File: src/rtl/ir_carrier_gen.sv
module ir_carrier_gen #(
  parameter int CW = 7
) (
  input  logic       clk,
  input  logic       rst_n,
  input  logic [2:0] ratio_sel,
  input  logic       car_en,
  input  logic       out_lvl,
  output logic       ir_out
);

  logic [2:0]    sel_q;
  logic [CW-1:0] cnt;
  logic [CW-1:0] ratio;
  logic [CW-1:0] hi_len;
  logic          gate;
  logic          last;

  function automatic logic [CW-1:0] div_of(input logic [2:0] code);
    case (code)
      3'd0:    div_of = CW'(6);
      3'd1:    div_of = CW'(36);
      3'd2:    div_of = CW'(50);
      3'd3:    div_of = CW'(53);
      3'd4:    div_of = CW'(56);
      3'd5:    div_of = CW'(61);
      3'd6:    div_of = CW'(64);
      default: div_of = CW'(74);
    endcase
  endfunction

  assign ratio  = div_of(sel_q);
  assign hi_len = ratio / CW'(3);
  assign gate   = car_en & out_lvl;
  assign last   = (cnt == ratio - 1'b1);

  always_ff @(posedge clk or negedge rst_n) begin
    if (!rst_n) begin
      cnt    <= '0;
      sel_q  <= '0;
      ir_out <= 1'b0;
    end else begin
      if (!gate || last) begin
        cnt   <= '0;
        sel_q <= ratio_sel;
      end else begin
        cnt <= cnt + 1'b1;
      end
      ir_out <= car_en ? (out_lvl & (cnt < hi_len)) : out_lvl;
    end
  end

  AST_LEVEL_PASS: assert property (@(posedge clk) disable iff (!rst_n)
    !car_en |=> ir_out == $past(out_lvl));

  AST_FORCE_LOW: assert property (@(posedge clk) disable iff (!rst_n)
    car_en && !out_lvl |=> !ir_out);

  AST_BURST_START: assert property (@(posedge clk) disable iff (!rst_n)
    $rose(gate) |=> ir_out);

  AST_CNT_BOUND: assert property (@(posedge clk) disable iff (!rst_n)
    cnt < ratio);

  AST_SEL_HOLD: assert property (@(posedge clk) disable iff (!rst_n)
    gate && !last |=> $stable(sel_q));

  AST_IDLE_CLEAR: assert property (@(posedge clk) disable iff (!rst_n)
    !gate |=> cnt == '0);

endmodule

File: config.mk
export PLATFORM = sky130hd
export DESIGN_NAME = ir_carrier_gen
export DESIGN_NICKNAME = d
export VERILOG_FILES = /design/src/rtl/ir_carrier_gen.sv
export SDC_FILE = /design/constraint.sdc
export NUM_CORES = 1
export LEC_CHECK = 0
export CAP_MARGIN = 20
export CORE_MARGIN = 5
export CORE_UTILIZATION = 55
export CTS_BUF_LIST = sky130_fd_sc_hd__clkbuf_4
export CTS_CLUSTER_DIAMETER = 40
export DETAILED_ROUTE_END_ITERATION = 7
export DONT_BUFFER_PORTS = 1
export PLACE_DENSITY_LB_ADDON = 0.3
export SLEW_MARGIN = 20
export SYNTH_ARGS = -nofsm -noshare
export SYNTH_HDL_FRONTEND = slang
export SYNTH_SLANG_ARGS = --single-unit
File: constraint.sdc
create_clock -name clk -period 4.3 [get_ports clk]
set_input_delay 0.86 -clock clk [delete_from_list [all_inputs] [get_ports clk]]
set_output_delay 0.86 -clock clk [all_outputs]
set_load 0.1 [all_outputs]
==> results.toml, run 1 <==
[route]
totalWireLength_um = 1764
drtAntennaViolNets = 0
drc = 0
routed-via-count = 753
first_pass_iters = 4
drtIter0Drc = 18
wire_per_inst_um = 13.36
via_per_inst = 5.705

[clock_network]
cts-hold-fix-buffers = 0
cts_setup_buffers = 0
cts_tree = "yes"
cts_root_buf = "clkbuf_4"
cts.path.max_buffers = 2
clock-sinks = 11
clk_latency_ns = 0.27
ctsHtreeMaxLevel = 1
numCtsBuffers = 3
cts_resized = 0
clk_pin_slew_ns = 0.06

[finish]
nets = 124
multi_input_area_um2 = 635.6
n_fill_cell = 151
drive_above_1_share = 0.1589
final_common_cell = "nor2_1"
seqCellArea_um2 = 275.3
fin_cells = 132
stdcell_area_um2 = 1002
areaGrowthSynthToFinish_pct = 2.692
final_cell_mix = "12 x nor2_1, 11 x dfrtp_1, 9 x ha_1, 8 x inv_1, 7 x a21oi_1"
antennaDiodeCount = 0

[logic_synthesis]
syn_area_um2 = 975.9
synth_enable_flop_cells = 0
ys_types = 39
synthFlopType = "dfrtp_1"
async_flop_share = 1.000
ys_warn_count = 0
synth_fp_nets = 124
synth-seq-cells = 11
yosys.area.top_type = "dfrtp_1"
postSynthCellCount = 108
synth_area_leaders = "dfrtp_1 28%, ha_1 12%, xnor2_1 5.4%"
synth_top_area_frac = 0.2821
synth_area_per_cell_um2 = 9.036
synth.yosys.seq_area_share = 0.2821

[worst_setup_path]
critPathMaxStageDelay_ns = 0.57
path_class = "register to register"
arrival_ns = 3.25
critPathMaxFanout = 16
path_delay_family = "compound AO/OA/AOI/OAI gates"
critical_path.cell_chain = "and2_2, nand2_1, a21boi_0, ha_1, inv_1, o21ai_0, maj3_2, o2111ai_2, o211ai_4, mux2_4"
worstPathRequired_ns = 4.45
worst-path-buf-inv = 1
cp-start-kind = "register"
cp-end-kind = "register"
cp_slowest_cell = "dfrtp_1"

[timing]
fmax_mhz = 323.0
period_needed_ns = 3.096
slew_headroom = 0.4263
rsz0062_at_grt = "no"
setup_violations = 0
finalCritPeriodShare = 0.7201
hold_viol_final = 0
setup-tns-final_ns = 0
fin_hold_ws_ns = 0.2817
clock_skew_ns = 0.001354
worstMarginPinSlew_ns = 0.8611
report.final.slew_viol_count = 0

[placed_design]
finalWeightedCongestion = 0.8309
place_hpwl_um = 1360
dpl.cell_count = 128
io_buffers = 0
placed_area_um2 = 972.2

[grt]
grt_pass1_vias = 800
grt_use_total = 0.1678
grt.overflow.total = 0
antenna_found_initial = 0
grt_pass1_wl_um = 3339
grt_max_degree = 19

[floorplanning]
core_area_um2 = 1708
die_w_um = 52.13
die_h_um = 52.13
io_pins = 8
start_util = 0.5714
die_area_um2 = 2717
row_count = 15

[status]
status = "completed"

[run]
drv_cap = 0

[pwr]
vdd_ir_drop_max_uv = 192.1
power_leakage_nw = 0.4431
power_w = 0.0002764
power_density_nw_per_um2 = 275.8

[hold_path]
hold_path.class = "input port to asynchronous set/reset pin"
==> registers in the layout (all words and copies together) (netlist names) <==
name    count
sel_q       3
ir_out      1
cnt         7
==> cell usage after synthesis (2+ instances only) <==
master	count
mux2_4	3
o31ai_1	2
nor2_1	12
o21ai_0	5
xnor2_1	6
nand3_1	3
nand2_1	6
dfrtp_1	11
inv_1	8
ha_1	9
buf_4	2
a21boi_0	2
o21ai_1	2
nand2b_1	2
a21oi_1	7
xor2_1	3
nor3_1	3
==> worst register-to-register path, cell delays in order (launching register included) <==
cell       delay (ns)
dfrtp_1          0.57
and2_2           0.32
nand2_1          0.06
a21boi_0         0.33
ha_1             0.30
inv_1            0.05
o21ai_0          0.25
maj3_2           0.28
o2111ai_2        0.13
o211ai_4         0.36
mux2_4           0.33
==> cell families after synthesis <==
kind of cell / after synthesis / share of synthesized area
flip-flops: 11 / 0.2820
buffers and inverters: 13 / 0.06665
adder cells (fa/ha/maj): 10 / 0.1269
AND/OR/NAND/NOR: 33 / 0.1692
multiplexers: 4 / 0.05641
AO/OA/AOI/OAI: 28 / 0.2179
XOR/XNOR: 9 / 0.08077
==> area by class of cell <==
cell class / instances / area share
Clock buffer: 4 / 0.02996
Multi-Input combinational cell: 84 / 0.6342
Tap cell: 25 / 0.03121
Sequential cell: 11 / 0.2747
Inverter: 8 / 0.02996
==> path summary, 6_finish.rpt <==
path                               start  endpoint  slack [ns]  cells past startpoint
min in group clk                  cnt[0]    cnt[0]        0.61                      1
worst max register to register  sel_q[1]  sel_q[2]        1.20                     10
worst max-delay path            sel_q[1]  sel_q[2]        1.20                     10
worst min-delay path               rst_n    cnt[2]        0.28                      0
max in group asynchronous          rst_n    ir_out        3.95                      0
worst min register to register    cnt[0]    cnt[0]        0.61                      1
==> metrics by stage <==
stage,worst slack (ns),util
2_1_floorplan,1.666,-
3_3_place_gp,1.338,0.5692
3_5_place_dp,1.195,0.5692
4_1_cts,1.178,0.5868
5_1_grt,0.9745,0.5868
6_report,1.204,0.5868
==> metal layers <==
metal | GRT usage | vias to the layer above | part of all wire
met3 | 0.05731 | 8 | 0.049
li1 | - | 377 | -
met2 | 0.2699 | 19 | 0.46
met5 | 0 | - | 0
met1 | 0.1876 | 349 | 0.46
met4 | 0.1048 | 0 | 0.032
==> power breakdown <==
part | switching, W | internal, W | total, W
Combinational | 0.0000382 | 0.0000357 | 0.0000739
Sequential | 0.0000212 | 0.000108 | 0.000129
Clock | 0.0000315 | 0.0000422 | 0.0000737
Total | 0.0000910 | 0.000185 | 0.000276
Note: power is estimated with default switching activity, not from simulation.
==> inputs of run 2 (changes only) <==
==> constraint.sdc (replaced) <==
create_clock -name clk -period 3.2 [get_ports clk]
set_input_delay 0.64 -clock clk [delete_from_list [all_inputs] [get_ports clk]]
set_output_delay 0.64 -clock clk [all_outputs]
set_load 0.1 [all_outputs]
==> run 2 against run 1 <==
Worst hold slack worse by 0.22 ns. Die area unchanged. First-iteration DRC count up 17%. Core utilization up 1.8 points. Critical path depth down 1. Routed wire length up 13%. Largest cell class unchanged. Largest power group unchanged. Highest routed layer unchanged.
==> results.toml, run 2 (synthesis gave the netlist of run 1 again) <==
[status]
status = "completed"

[pwr]
power_density_nw_per_um2 = 368.2
power_leakage_nw = 0.4620
vdd_ir_drop_max_uv = 219.8
power_w = 0.0003801

[floorplanning]
core_area_um2 = 1708
die_area_um2 = 2717
row_count = 15
io_pins = 8
die_h_um = 52.13
die_w_um = 52.13
start_util = 0.5714

[grt]
antenna_found_initial = 0
grt_pass1_vias = 851
grt_use_total = 0.1911
grt_max_degree = 16
grt_pass1_wl_um = 3801
grt.overflow.total = 0

[timing]
worstMarginPinSlew_ns = 0.8640
clock_skew_ns = 0.004929
setup_violations = 0
finalCritPeriodShare = 0.8740
rsz0062_at_grt = "no"
hold_viol_final = 0
period_needed_ns = 2.797
report.final.slew_viol_count = 0
fmax_mhz = 357.6
setup-tns-final_ns = 0
fin_hold_ws_ns = 0.06357
slew_headroom = 0.4244

[clock_network]
clk_pin_slew_ns = 0.06
cts_root_buf = "clkbuf_4"
clk_latency_ns = 0.26
numCtsBuffers = 3
cts_setup_buffers = 0
cts-hold-fix-buffers = 0
cts_resized = 0
ctsHtreeMaxLevel = 1
cts_tree = "yes"
cts.path.max_buffers = 2
clock-sinks = 11

[worst_setup_path]
critical_path.cell_chain = "inv_1, a21boi_0, ha_1, inv_1, o21ai_0, maj3_2, o2111ai_2, o211ai_4, mux2_4"
path_delay_family = "compound AO/OA/AOI/OAI gates"
cp-start-kind = "register"
arrival_ns = 2.94
cp-end-kind = "register"
path_class = "register to register"
critPathMaxStageDelay_ns = 0.49
worstPathRequired_ns = 3.35
crit_top_cell = "inv_1"
worst-path-buf-inv = 2
critPathMaxFanout = 9
cp_slowest_cell = "dfrtp_1"

[route]
drc = 0
drtIter0Drc = 21
wire_per_inst_um = 14.70
first_pass_iters = 4
totalWireLength_um = 1999
drtAntennaViolNets = 0
via_per_inst = 5.882
routed-via-count = 800

[hold_path]
hold_path.class = "input port to asynchronous set/reset pin"

[finish]
final_cell_mix = "12 x nor2_1, 11 x dfrtp_1, 9 x ha_1, 8 x inv_1, 7 x a21oi_1"
largest_reg_flops = 7
antennaDiodeCount = 0
top_regs = "cnt: 7 flops, sel_q: 3 flops, ir_out: 1 flops"
stdcell_area_um2 = 1032
final_common_cell = "nor2_1"
top_register = "cnt"
areaGrowthSynthToFinish_pct = 5.769
drive_above_1_share = 0.1892
nets = 128

[placed_design]
finalWeightedCongestion = 0.8583
placed_area_um2 = 1002
place_hpwl_um = 1556
io_buffers = 0

[run]
drv_cap = 0
[run 2: cell types whose count changed in the layout (fill, tap and decap cells not counted)]
cell | previous run | this run
buf_4 | 0 | 4
[run 2: power by group]
group	internal (W)	switching [W]
clock network	0.0000566	0.0000408
logic	0.0000532	0.0000664
registers	0.000145	0.0000183
[run 2: worst paths after layout]
check / start / endpoint / slack, ns / cells past startpoint
worst min-delay path: rst_n / ir_out / 0.06 / 0
min in group clk: ratio_sel[1] / sel_q[1] / 0.52 / 1
worst max register to register: sel_q[2] / sel_q[2] / 0.40 / 9
worst max-delay path: sel_q[2] / sel_q[2] / 0.40 / 9
max in group asynchronous: rst_n / sel_q[2] / 3.06 / 0
worst min register to register: cnt[0] / cnt[0] / 0.65 / 1
[run 2: area by class of cell]
type	count	area [um2]
inverters	8	30.03
fillers	141	675.6
multi-input cells	84	635.6
repair buffers	4	30.03
well taps	25	31.28
flip-flops and latches	11	275.3
clock buffers	4	30.03
[run 2: metal layers]
metal,wire (um),global-route usage
met1,855,0.2299
met2,986,0.3264
met3,134,0.04585
met4,22,0.06987
met5,0,0
[run 2: stage by stage]
stage	util	cells	worst slack, ns
finish	0.6044	136	0.4032
global placement	0.5868	132	0.6355
global route	0.6044	136	0.1609
detailed placement	0.5868	132	0.4738
CTS	0.6044	136	0.4552
floorplan	-	108	0.5658
